**src/rtl/sramc_pkg.sv**
```systemverilog
package sramc_pkg;

    localparam int LANE_W = 8;
    localparam int NUM_LANES = 2;

    typedef enum logic [2:0] {
        ST_IDLE = 3'd0,
        ST_TURN = 3'd1,
        ST_WSET = 3'd2,
        ST_WPUL = 3'd3,
        ST_WEND = 3'd4,
        ST_RACC = 3'd5,
        ST_RGAP = 3'd6
    } seq_st_t;

    typedef struct packed {
        logic                 ce_n;
        logic                 oe_n;
        logic                 we_n;
        logic [NUM_LANES-1:0] stb_n;
        logic                 drive;
    } pin_t;

    function automatic int imax(input int a, input int b);
        return (a > b) ? a : b;
    endfunction

    // Pin levels that belong to each sequencer state.
    function automatic pin_t pins_for(input seq_st_t st, input logic wopen,
                                      input logic [NUM_LANES-1:0] mask);
        pin_t p;
        p.ce_n  = 1'b1;
        p.oe_n  = 1'b1;
        p.we_n  = 1'b1;
        p.stb_n = '1;
        p.drive = 1'b0;
        case (st)
            ST_IDLE: begin
                p.ce_n = ~wopen;
                p.we_n = ~wopen;
            end
            ST_TURN: p.ce_n = 1'b0;
            ST_WSET, ST_WEND: begin
                p.ce_n  = 1'b0;
                p.we_n  = 1'b0;
                p.drive = 1'b1;
            end
            ST_WPUL: begin
                p.ce_n  = 1'b0;
                p.we_n  = 1'b0;
                p.drive = 1'b1;
                p.stb_n = ~mask;
            end
            ST_RACC: begin
                p.ce_n  = 1'b0;
                p.oe_n  = 1'b0;
                p.stb_n = ~mask;
            end
            default: ;
        endcase
        return p;
    endfunction

endpackage

```
**src/rtl/sramc_capture.sv**
```systemverilog
module sramc_capture
    import sramc_pkg::*;
#(
    parameter int DATA_W = 16
) (
    input  logic                 clk,
    input  logic                 rst,
    input  logic                 cap_en,
    input  logic [NUM_LANES-1:0] cap_mask,
    input  logic [DATA_W-1:0]    dq_in,
    output logic [DATA_W-1:0]    rd_data
);
    localparam int LANES = DATA_W / LANE_W;

    for (genvar g = 0; g < LANES; g++) begin : g_lane
        always_ff @(posedge clk) begin
            if (rst) begin
                rd_data[g*LANE_W +: LANE_W] <= '0;
            end else if (cap_en) begin
                rd_data[g*LANE_W +: LANE_W] <= cap_mask[g] ? dq_in[g*LANE_W +: LANE_W]
                                                           : '0;
            end
        end
    end

    AST_CAP_STABLE: assert property (@(posedge clk) disable iff (rst)
        !cap_en |=> $stable(rd_data));

endmodule

```
**src/rtl/sramc_seq.sv**
```systemverilog
module sramc_seq
    import sramc_pkg::*;
#(
    parameter int ADDR_W    = 17,
    parameter int DATA_W    = 16,
    parameter int SETUP_CYC = 1,
    parameter int PULSE_CYC = 1,
    parameter int HOLD_CYC  = 1,
    parameter int TURN_CYC  = 1,
    parameter int RD_CYC    = 2,
    parameter int GAP_CYC   = 1
) (
    input  logic                 clk,
    input  logic                 rst,
    input  logic                 req,
    input  logic                 req_wr,
    input  logic [ADDR_W-1:0]    req_addr,
    input  logic [DATA_W-1:0]    req_wdata,
    input  logic [NUM_LANES-1:0] req_mask,
    output logic                 ack,
    output logic                 cap_en,
    output logic [NUM_LANES-1:0] cap_mask,
    output logic                 ce_n,
    output logic                 oe_n,
    output logic                 we_n,
    output logic [NUM_LANES-1:0] stb_n,
    output logic [ADDR_W-1:0]    mem_addr,
    output logic [DATA_W-1:0]    dq_out,
    output logic                 dq_oe
);
    localparam int LONGEST = imax(imax(imax(SETUP_CYC, PULSE_CYC), imax(HOLD_CYC, TURN_CYC)),
                                  imax(RD_CYC, GAP_CYC));
    localparam int CNT_W = (LONGEST > 1) ? $clog2(LONGEST) : 1;
    localparam logic [CNT_W-1:0] LAST_SET  = CNT_W'(SETUP_CYC - 1);
    localparam logic [CNT_W-1:0] LAST_PUL  = CNT_W'(PULSE_CYC - 1);
    localparam logic [CNT_W-1:0] LAST_HOLD = CNT_W'(HOLD_CYC - 1);
    localparam logic [CNT_W-1:0] LAST_TURN = CNT_W'(TURN_CYC - 1);
    localparam logic [CNT_W-1:0] LAST_RD   = CNT_W'(RD_CYC - 1);
    localparam logic [CNT_W-1:0] LAST_GAP  = CNT_W'(GAP_CYC - 1);

    seq_st_t              st, st_nx;
    logic [CNT_W-1:0]     cnt;
    logic                 last;
    logic                 wopen, wopen_nx;
    logic                 accept;
    logic [NUM_LANES-1:0] c_mask;
    logic [ADDR_W-1:0]    c_addr;
    logic [DATA_W-1:0]    c_wdata;
    logic [NUM_LANES-1:0] mask_nx;
    pin_t                 pins_nx;

    always_comb begin
        case (st)
            ST_TURN: last = (cnt == LAST_TURN);
            ST_WSET: last = (cnt == LAST_SET);
            ST_WPUL: last = (cnt == LAST_PUL);
            ST_WEND: last = (cnt == LAST_HOLD);
            ST_RACC: last = (cnt == LAST_RD);
            ST_RGAP: last = (cnt == LAST_GAP);
            default: last = 1'b1;
        endcase
    end

    always_comb begin
        st_nx    = st;
        wopen_nx = wopen;
        accept   = 1'b0;
        case (st)
            ST_IDLE: if (req) begin
                accept = 1'b1;
                if (req_wr) begin
                    st_nx = ST_WSET;
                end else if (wopen) begin
                    st_nx    = ST_TURN;
                    wopen_nx = 1'b0;
                end else begin
                    st_nx = ST_RACC;
                end
            end
            ST_TURN: if (last) st_nx = ST_RACC;
            ST_WSET: if (last) st_nx = ST_WPUL;
            ST_WPUL: if (last) st_nx = ST_WEND;
            ST_WEND: if (last) begin
                st_nx    = ST_IDLE;
                wopen_nx = 1'b1;
            end
            ST_RACC: if (last) st_nx = ST_RGAP;
            ST_RGAP: if (last) st_nx = ST_IDLE;
            default: st_nx = ST_IDLE;
        endcase
    end

    assign mask_nx = accept ? req_mask : c_mask;
    assign pins_nx = pins_for(st_nx, wopen_nx, mask_nx);
    assign cap_en  = (st == ST_RACC) && last;
    assign cap_mask = c_mask;

    always_ff @(posedge clk) begin
        if (rst) begin
            st      <= ST_IDLE;
            cnt     <= '0;
            wopen   <= 1'b0;
            c_mask  <= '0;
            c_addr  <= '0;
            c_wdata <= '0;
            ack     <= 1'b0;
            ce_n    <= 1'b1;
            oe_n    <= 1'b1;
            we_n    <= 1'b1;
            stb_n   <= '1;
            dq_oe   <= 1'b0;
            mem_addr <= '0;
            dq_out  <= '0;
        end else begin
            st    <= st_nx;
            wopen <= wopen_nx;
            if (st_nx != st || st == ST_IDLE) begin
                cnt <= '0;
            end else begin
                cnt <= cnt + 1'b1;
            end
            if (accept) begin
                c_mask  <= req_mask;
                c_addr  <= req_addr;
                c_wdata <= req_wdata;
            end
            ack      <= ((st == ST_WEND) || (st == ST_RACC)) && last;
            ce_n     <= pins_nx.ce_n;
            oe_n     <= pins_nx.oe_n;
            we_n     <= pins_nx.we_n;
            stb_n    <= pins_nx.stb_n;
            dq_oe    <= pins_nx.drive;
            mem_addr <= accept ? req_addr : c_addr;
            dq_out   <= accept ? req_wdata : c_wdata;
        end
    end

    AST_NO_CONTEND: assert property (@(posedge clk) disable iff (rst)
        dq_oe |-> oe_n);

    AST_ACK_PULSE: assert property (@(posedge clk) disable iff (rst)
        ack |=> !ack);

    AST_OE_NEEDS_WE_HIGH: assert property (@(posedge clk) disable iff (rst)
        $fell(oe_n) |-> (we_n && $past(we_n)));

    AST_STB_SETUP: assert property (@(posedge clk) disable iff (rst)
        (($fell(stb_n[0]) || $fell(stb_n[1])) && !we_n)
        |-> $past(!we_n && !ce_n && dq_oe));

    AST_WRITE_HOLD: assert property (@(posedge clk) disable iff (rst)
        (!we_n && stb_n != '1) |=> ($stable(mem_addr) && $stable(dq_out) && dq_oe));

endmodule

```
**src/rtl/sram_async_ctrl.sv**
```systemverilog
module sram_async_ctrl
    import sramc_pkg::*;
#(
    parameter int ADDR_W    = 17,
    parameter int DATA_W    = 16,
    parameter int SETUP_CYC = 1,
    parameter int PULSE_CYC = 1,
    parameter int HOLD_CYC  = 1,
    parameter int TURN_CYC  = 1,
    parameter int RD_CYC    = 2,
    parameter int GAP_CYC   = 1
) (
    input  logic              clk,
    input  logic              rst,
    input  logic              req,
    input  logic              req_wr,
    input  logic [ADDR_W-1:0] req_addr,
    input  logic [DATA_W-1:0] req_wdata,
    input  logic [1:0]        req_mask,
    output logic              ack,
    output logic [DATA_W-1:0] rd_data,
    output logic              sram_ce_n,
    output logic              sram_oe_n,
    output logic              sram_we_n,
    output logic              sram_ub_n,
    output logic              sram_lb_n,
    output logic [ADDR_W-1:0] sram_addr,
    output logic [DATA_W-1:0] dq_out,
    input  logic [DATA_W-1:0] dq_in,
    output logic              dq_oe
);
    logic                 cap_en;
    logic [NUM_LANES-1:0] cap_mask;
    logic [NUM_LANES-1:0] stb_n;

    sramc_seq #(
        .ADDR_W(ADDR_W), .DATA_W(DATA_W),
        .SETUP_CYC(SETUP_CYC), .PULSE_CYC(PULSE_CYC), .HOLD_CYC(HOLD_CYC),
        .TURN_CYC(TURN_CYC), .RD_CYC(RD_CYC), .GAP_CYC(GAP_CYC)
    ) u_seq (
        .clk(clk), .rst(rst),
        .req(req), .req_wr(req_wr), .req_addr(req_addr),
        .req_wdata(req_wdata), .req_mask(req_mask),
        .ack(ack), .cap_en(cap_en), .cap_mask(cap_mask),
        .ce_n(sram_ce_n), .oe_n(sram_oe_n), .we_n(sram_we_n), .stb_n(stb_n),
        .mem_addr(sram_addr), .dq_out(dq_out), .dq_oe(dq_oe)
    );

    sramc_capture #(.DATA_W(DATA_W)) u_cap (
        .clk(clk), .rst(rst),
        .cap_en(cap_en), .cap_mask(cap_mask),
        .dq_in(dq_in), .rd_data(rd_data)
    );

    assign sram_ub_n = stb_n[1];
    assign sram_lb_n = stb_n[0];

endmodule

```
**config.mk**
```make
export PLATFORM = sky130hd
export DESIGN_NAME = sram_async_ctrl
export DESIGN_NICKNAME = d
export VERILOG_FILES = /design/src/rtl/sramc_pkg.sv /design/src/rtl/sramc_capture.sv /design/src/rtl/sramc_seq.sv /design/src/rtl/sram_async_ctrl.sv
export SDC_FILE = /design/constraint.sdc
export NUM_CORES = 1
export LEC_CHECK = 0
export BUFFER_PORTS_ARGS = -buffer_cell sky130_fd_sc_hd__buf_2
export CORE_MARGIN = 2
export CORE_UTILIZATION = 51
export CTS_BUF_LIST = sky130_fd_sc_hd__clkbuf_8
export CTS_CLUSTER_SIZE = 30
export DETAILED_ROUTE_END_ITERATION = 10
export GPL_TIMING_DRIVEN = 0
export MAX_ROUTING_LAYER = met4
export PLACE_DENSITY = 0.87
export SKIP_CTS_REPAIR_TIMING = 1
export SYNTH_ARGS = -nofsm -noshare
export SYNTH_HDL_FRONTEND = slang
export SYNTH_SLANG_ARGS = --single-unit
```
**constraint.sdc**
```tcl
create_clock -name clk -period 3.1 [get_ports clk]
set_input_delay 0.155 -clock clk [delete_from_list [all_inputs] [get_ports clk]]
set_output_delay 0.155 -clock clk [all_outputs]
set_load 0.02 [all_outputs]
```
==> metrics.txt, run 1 <==
status finished, final reports clean; max-cap violation count 0; final non-filler cell total 468; syn nets 346; Placed Cells 452; worst-path cell chain buf_6, or4b_4, buf_6, or3_4, and2_1, or3_1; Post-DP Area 2978 sq um; IO Port Bufs 109; Placeable Area 4414 sq um; DRT iter0 DRCs 151; routed vias/inst 5.068; most numerous cell on the critical path buf_6; largest net degree at the start of global routing 11; Seq/Total Area, Yosys 0.5328; first-pass GRT wire length 9.494 mm; Die H 72.13 microns; Final Hold Fails 0; multi-input logic area 985.9 sq um; Critical Path AT 2.29 ns; total track usage 0.2436; Reg-to-Reg Start u_seq.st[2]; initial antenna violation count 0; delay-heaviest family, CP simple AND/OR/NAND/NOR gates; FP Rows 24; fillcell total 332; CP bufs+invs 2; Max clock buf depth 2; met1 GRT Util 0.2885; crit end category flip-flop; post-synth top area share 0.5328; Post-Syn Area 2367 sq um; syn avg cell area 8.135 sq um; number of synthesized flops with an enable pin 0; clock sink count 63; worst IR drop on VDD 470.7 uV; worst-margin pin slew 0.7194 ns; area delta synth->final 33.88%; Setup Viol. Count Final 0; Final min period 2.073 ns; busiest grt layer met2; Most used DFF post-synth dfxtp_1; number of CTS-inserted buffers 9; detailed placer's ending HPWL 4.271 mm; hold_ws 0.04753 ns; FF+latch area 1261 sq um; ratio of cells with drive above 1 in the final layout 0.3197; grt total ovfl 0; Req. time, crit path 3.31 ns; fin crit share 0.6686; # DRC 0; die area 5203 sq um; synthesized flop and latch total 63; clk_lat worst skew 0.34 ns; Leakage 0.001427 uW; Yosys warning count 0; leading area contributor after synthesis dfxtp_1; routed len/inst 12.50 microns; Root Driver clkbuf_8; CTS tree yes; Worst Hold End u_seq.c_wdata[5]; Top Ports 111; slowest library cell on the worst path or4b_4; Hold Path Class input pin to flip-flop; Max Clock Freq 0.4824 GHz; Inserted Diodes 0; Final Instance Area 3169 sq um; met2 usage 0.3741; met3 GRT Util 0.06944; H-Tree Depth 3; R2R setup slack 1.03 ns; final net count 466; critical path launch point type flip-flop; GPL Wtd Cong 0.8822; synth unique cells 33; power per cell area 616.0 nW/um^2; WL final 5.848 mm; Synth Instances 291; Final Power 1952 uW; die width 72.13 microns; RSZ-0062 raised after global routing no; Via Count 2,372; antenna viol nets, final 0; vias in the first global route 2,140; crit path kind flip-flop to flip-flop; R2R cell count 6; skew final 0.01148 ns; Initial Utilization 0.5363; worst hold path depth 3; critical path's largest stage delay 0.53 ns; Worst Min Path Start req_wdata[5]; Final Max Slew Viols 0; slew margin rel. 0.5191; Synth async-reset ratio 0; Fin Setup TNS 0 ns; DRT Pass-1 Iters 4; top post-synthesis cells by area dfxtp_1 53%, nand2_1 14%, a21oi_1 12%; worst flop-to-flop path endpoint u_seq.oe_n; clock-pin slew on the worst setup and hold paths 0.07 ns; Critical Path Fanout Max 10
## metal layers
layer,routed length (microns),up-vias
li1,-,1208
met5,0,-
met2,2757,107
met3,522,14
met1,2443,1043
met4,125,0
## registers in the layout, indices dropped and copies added (netlist names)
| register | count |
|---|---|
| u_seq.wopen | 1 |
| u_seq.cap_mask | 2 |
| u_seq.c_wdata | 16 |
| u_seq.oe_n | 1 |
| u_cap.rd_data | 16 |
| u_seq.ce_n | 1 |
| u_seq.ack | 1 |
| u_seq.we_n | 1 |
| u_seq.stb_n | 2 |
| u_seq.cnt | 1 |
| u_seq.dq_oe | 1 |
| u_seq.c_addr | 17 |
| u_seq.st | 3 |
## layout make-up
class / count / area share
clock inverters: 6 / 0.01698
inverters: 3 / 0.003553
flip-flops and latches: 63 / 0.3979
well taps: 52 / 0.02053
plain buffers: 23 / 0.03435
repair buffers: 109 / 0.1721
clock buffers: 10 / 0.04343
multi-input cells: 202 / 0.3111
## report_power, final
| part | switching [uW] | total (uW) | internal (uW) |
|---|---|---|---|
| Clock | 299 | 682 | 383 |
| Combinational | 237 | 376 | 139 |
| Sequential | 25.3 | 894 | 869 |
## worst min-delay path, cell delays in order
cell	delay, ns
buf_2	0.09
nand2_1	0.04
a21oi_1	0.05
## per-stage QoR
stage / util / setup slack (ns)
2_1_floorplan: - / 1.117
3_3_place_gp: 0.6746 / 1.037
3_5_place_dp: 0.6746 / 1.033
4_1_cts: 0.7180 / 1.020
5_1_grt: 0.7180 / 0.8468
6_report: 0.7180 / 1.027
## placed cells by master, fill, tap and decap left out, drive strengths merged
cell type  netlist  layout
clkinvlp         0       1
o211ai           1       1
or3b             1       1
nor2b            2       2
clkbuf          19      29
o2bb2ai          1       1
and3             1       1
nand2b           3       3
o21ai            4       4
mux2i            1       1
or3              2       2
a21oi           56      56
a21bo            1       1
bufinv           0       1
clkinv           0       1
or4b             1       1
nor2             5       5
inv              3       6
nor4b            2       2
xor2             1       1
nor4             2       2
a2111oi          1       1
a31o             1       1
or2              1       1
dfxtp           63      63
nand2           91      91
nand3           16      16
o22ai            1       1
a31oi            1       1
and2             2       2
a211oi           3       3
buf              4     113
a211o            1       1
## worst max-delay path by stage
stage | start | to | slack [ns] | cells after the start
3_5_place_dp | u_seq.st[2] | u_seq.oe_n | 1.03 | 6
2_1_floorplan | u_seq.st[2] | u_seq.oe_n | 1.12 | 6
5_1_grt | u_seq.st[0] | u_seq.c_wdata[6] | 0.85 | 5
3_3_place_gp | u_seq.st[2] | u_seq.oe_n | 1.04 | 6
4_1_cts | u_seq.st[2] | u_seq.oe_n | 1.02 | 6
6_report | u_seq.st[2] | u_seq.oe_n | 1.03 | 6
## synth_stat cells (all sizes together) (2+ instances only)
cell type,n
or3,2
nand3,16
and2,2
nor2b,2
o21ai,4
inv,3
a21oi,56
clkbuf,19
nor2,5
a211oi,3
nand2b,3
nand2,91
nor4,2
dfxtp,63
buf,4
nor4b,2
## kinds of logic (layout without fill, tap and decap cells)
logic type | after synthesis | count (layout) | share of synthesized area
flops | 63 | 63 | 0.5328
compound gates | 71 | 71 | 0.1665
xor+xnor | 1 | 1 | 0.003700
simple gates | 129 | 129 | 0.2421
mux | 1 | 1 | 0.004228
buf+inv | 26 | 151 | 0.05074
(Power assumes the default switching activity.)
==> inputs of run 2 (changes only) <==
- ABC_AREA: default -> 1
- CORE_UTILIZATION: 51 -> 48
- PLACE_DENSITY: 0.87 -> 0.81
- clock period: 3.1 -> 2.1 ns (I/O delays scaled with it)
==> run 2 against run 1 <==
Compared with the run above:
- clock skew is 0.0045 ns lower
- global-route usage fell by 0.055 points
- utilization decreased by 6.1 points
- die area rose by 11%
- clock power is 52% higher
- sequential power is 53% higher
- count of clock-buffer cells in the layout rose by 1
- via count rose by 6.9%
- power rose by 70%
- register-to-register slack lost 0.41 ns
- critical path type unchanged
==> metrics.txt, run 2 <==
status finished, final reports clean (unchanged); Max Clock Freq 0.6765 GHz (was 0.4824 GHz); Yosys warning count 0 (unchanged); hold_ws 0.05033 ns (was 0.04753 ns); WL final 6.576 mm (was 5.848 mm); top cells by count, synth 65 x nand2_1, 63 x dfxtp_1, 54 x a21oi_1, 41 x nand3_1, 20 x nand4_1 (was 91 x nand2_1, 63 x dfxtp_1, 56 x a21oi_1, 19 x clkbuf_1, 16 x nand3_1); die area 5765 sq um (was 5203 sq um); clock sink count 63 (unchanged); power per cell area 998.7 nW/um^2 (was 616.0 nW/um^2); area delta synth->final 33.45% (was 33.88%); slew margin rel. 0.6756 (was 0.5191); Initial Utilization 0.4926 (was 0.5363); Reg-to-Reg Start u_seq.st[0] (was u_seq.st[2]); WL met3 392 microns (was 522 microns); routed vias/inst 5.022 (was 5.068); total track usage 0.2430 (was 0.2436); top post-synthesis cells by area dfxtp_1 51%, a21oi_1 11%, nand2_1 9.8% (was dfxtp_1 53%, nand2_1 14%, a21oi_1 12%); Placeable Area 5042 sq um (was 4414 sq um); worst flop-to-flop path endpoint u_cap.rd_data[8] (was u_seq.oe_n); R2R cell count 7 (was 6); final net count 486 (was 466); highest-count cells in the layout ignoring fill and taps 118 x buf_2, 65 x nand2_1, 63 x dfxtp_1 (was 109 x buf_2, 91 x nand2_1, 63 x dfxtp_1); FP Rows 26 (was 24); pre-CTS setup slack 0.6437 ns (was 1.033 ns); post-synth top area share 0.5078 (was 0.5328); largest net degree at the start of global routing 11 (unchanged); IO Port Bufs 109 (unchanged); worst-margin pin slew 0.4867 ns (was 0.7194 ns); Post-Syn Area 2484 sq um (was 2367 sq um); Post-DP Area 3117 sq um (was 2978 sq um); vias in the first global route 2,471 (was 2,140); Critical Path Fanout Max 10 (unchanged); critical path's largest stage delay 0.32 ns (was 0.53 ns); # DRC 0 (unchanged); routed len/inst 13.02 microns (was 12.50 microns); antenna viol nets, final 0 (unchanged); Critical Path Start u_seq.st[0] (was u_seq.st[2]); DRT iter0 DRCs 152 (was 151); DRT Pass-1 Iters 5 (was 4); fin crit share 0.7039 (was 0.6686); Final Instance Area 3314 sq um (was 3169 sq um); worst-path cell chain buf_6, nand2_2, nor2_4, nand2_2, buf_2, nand2_1, a21oi_1 (was buf_6, or4b_4, buf_6, or3_4, and2_1, or3_1); R2R setup slack 0.62 ns (was 1.03 ns); critical path capture point u_cap.rd_data[8] (was u_seq.oe_n); syn nets 366 (was 346); wl on met1 3.037 mm (was 2.443 mm); worst IR drop on VDD 608.8 uV (was 470.7 uV); Inserted Diodes 0 (unchanged); most numerous cell on the critical path nand2_2 (was buf_6); synth unique cells 23 (was 33); number of synthesized flops with an enable pin 0 (unchanged); clk_lat worst skew 0.32 ns (was 0.34 ns); RSZ-0062 raised after global routing no (unchanged); initial antenna violation count 0 (unchanged); first-pass GRT wire length 11.24 mm (was 9.494 mm); slowest library cell on the worst path dfxtp_1 (was or4b_4); Final Hold Fails 0 (unchanged); max-cap violation count 0 (unchanged); detailed placer's ending HPWL 4.780 mm (was 4.271 mm); skew final 0.007006 ns (was 0.01148 ns); delay-heaviest family, CP simple AND/OR/NAND/NOR gates (unchanged); Final Max Slew Viols 0 (unchanged); most common cell in the netlist nand2_1 (unchanged); Final Power 3310 uW (was 1952 uW); leading area contributor after synthesis dfxtp_1 (unchanged); setup ws final 0.6219 ns (was 1.027 ns); crit end category flip-flop (unchanged); Req. time, crit path 2.29 ns (was 3.31 ns); commonest non-fill, non-tap cell in the layout buf_2 (unchanged); Via Count 2,536 (was 2,372); Setup Viol. Count Final 0 (unchanged); Most used DFF post-synth dfxtp_1 (unchanged); max layer used met4 (unchanged); Final min period 1.478 ns (was 2.073 ns); Top Ports 111 (unchanged); CP Depth 7 (was 6); Hold Path Class input pin to flip-flop (unchanged); die width 75.93 microns (was 72.13 microns); CTS tree yes (unchanged); GPL Wtd Cong 0.8677 (was 0.8822); Root Driver clkbuf_8 (unchanged); largest register by flop count u_seq.c_addr (unchanged); crit path kind flip-flop to flip-flop (unchanged); number of CTS-inserted buffers 9 (unchanged); Synth Instances 311 (was 291); syn avg cell area 7.986 sq um (was 8.135 sq um); Die H 75.93 microns (was 72.13 microns); Fin Setup TNS 0 ns (unchanged); Critical Path AT 1.67 ns (was 2.29 ns); critical path launch point type flip-flop (unchanged); clock-pin slew on the worst setup and hold paths 0.07 ns (about the same); CP bufs+invs 2 (unchanged); Max clock buf depth 2 (unchanged); grt total ovfl 0 (unchanged); Seq/Total Area, Yosys 0.5078 (was 0.5328); number of flip-flops in the largest register 17 (unchanged); ratio of cells with drive above 1 in the final layout 0.3540 (was 0.3197); Leakage 0.001534 uW (was 0.001427 uW); WL met2 3.057 mm (was 2.757 mm); synthesized flop and latch total 63 (unchanged); Regs by FF count u_seq.c_addr: 17 flops, u_cap.rd_data: 16 flops, u_seq.c_wdata: 16 flops (unchanged); H-Tree Depth 3 (unchanged); Synth async-reset ratio 0 (unchanged)
run 2: cell count changes after synthesis, sizes merged, moves of 7 or more:
cell / previous run / this run
nand2: 91 / 75
buf: 4 / 12
clkbuf: 19 / 12
inv: 3 / 13
nor2: 5 / 14
nand3: 16 / 42
nand4: 0 / 20
run 2: worst min-delay path by stage:
stage | startpoint | to | slack, ns | cells past startpoint
floorplan | req_addr[13] | u_seq.c_addr[13] | 0.27 | 2
global placement | dq_in[14] | u_cap.rd_data[14] | 0.38 | 3
detailed placement | req_wdata[13] | u_seq.c_wdata[13] | 0.38 | 3
CTS | req_addr[1] | u_seq.c_addr[1] | 0.04 | 3
global route | dq_in[14] | u_cap.rd_data[14] | 0.05 | 3
finish | req_addr[1] | u_seq.c_addr[1] | 0.05 | 3
run 2: cell families after synthesis:
family | synth area share
flip-flops | 0.5078
AO/OA/AOI/OAI | 0.1189
buffers and inverters | 0.06750
AND/OR/NAND/NOR | 0.3058
run 2: through the flow:
stage,utilization,std cells
2_1_floorplan,-,311
3_3_place_gp,0.6181,490
3_5_place_dp,0.6181,490
4_1_cts,0.6573,505
5_1_grt,0.6573,505
6_report,0.6573,505
run 2: worst min-delay path: cells and delay by family:
kind / cells / cell delay [ns]
AOI/OAI and AO/OA: 1 / 0.06
buffers and inverters: 1 / 0.09
and+or+nand+nor: 1 / 0.07
run 2: power breakdown:
| part | leakage, uW | internal, uW | total [uW] | switching (uW) |
|---|---|---|---|---|
| Sequential | 0.000514 | 1320 | 1370 | 52.9 |
| Combinational | 0.000917 | 302 | 897 | 595 |
| Clock | 0.000103 | 600 | 1040 | 442 |
| Total | 0.00153 | 2220 | 3310 | 1090 |
run 2: metal layers:
metal,vias up,GRT usage
met5,-,-
li1,1293,-
met2,85,0.3920
met1,1148,0.3157
met4,0,0.06000
met3,10,0.05000
run 2: final cells by class:
cell class	count	area, sq um
Buffer	24	116.4
Sequential cell	63	1261
Tap cell	70	87.58
Clock buffer	11	151.4
Multi-Input combinational cell	211	1055
Clock inverter	4	46.29
Fill cell	460	1728
Inverter	13	51.30
Timing Repair Buffer	109	545.5
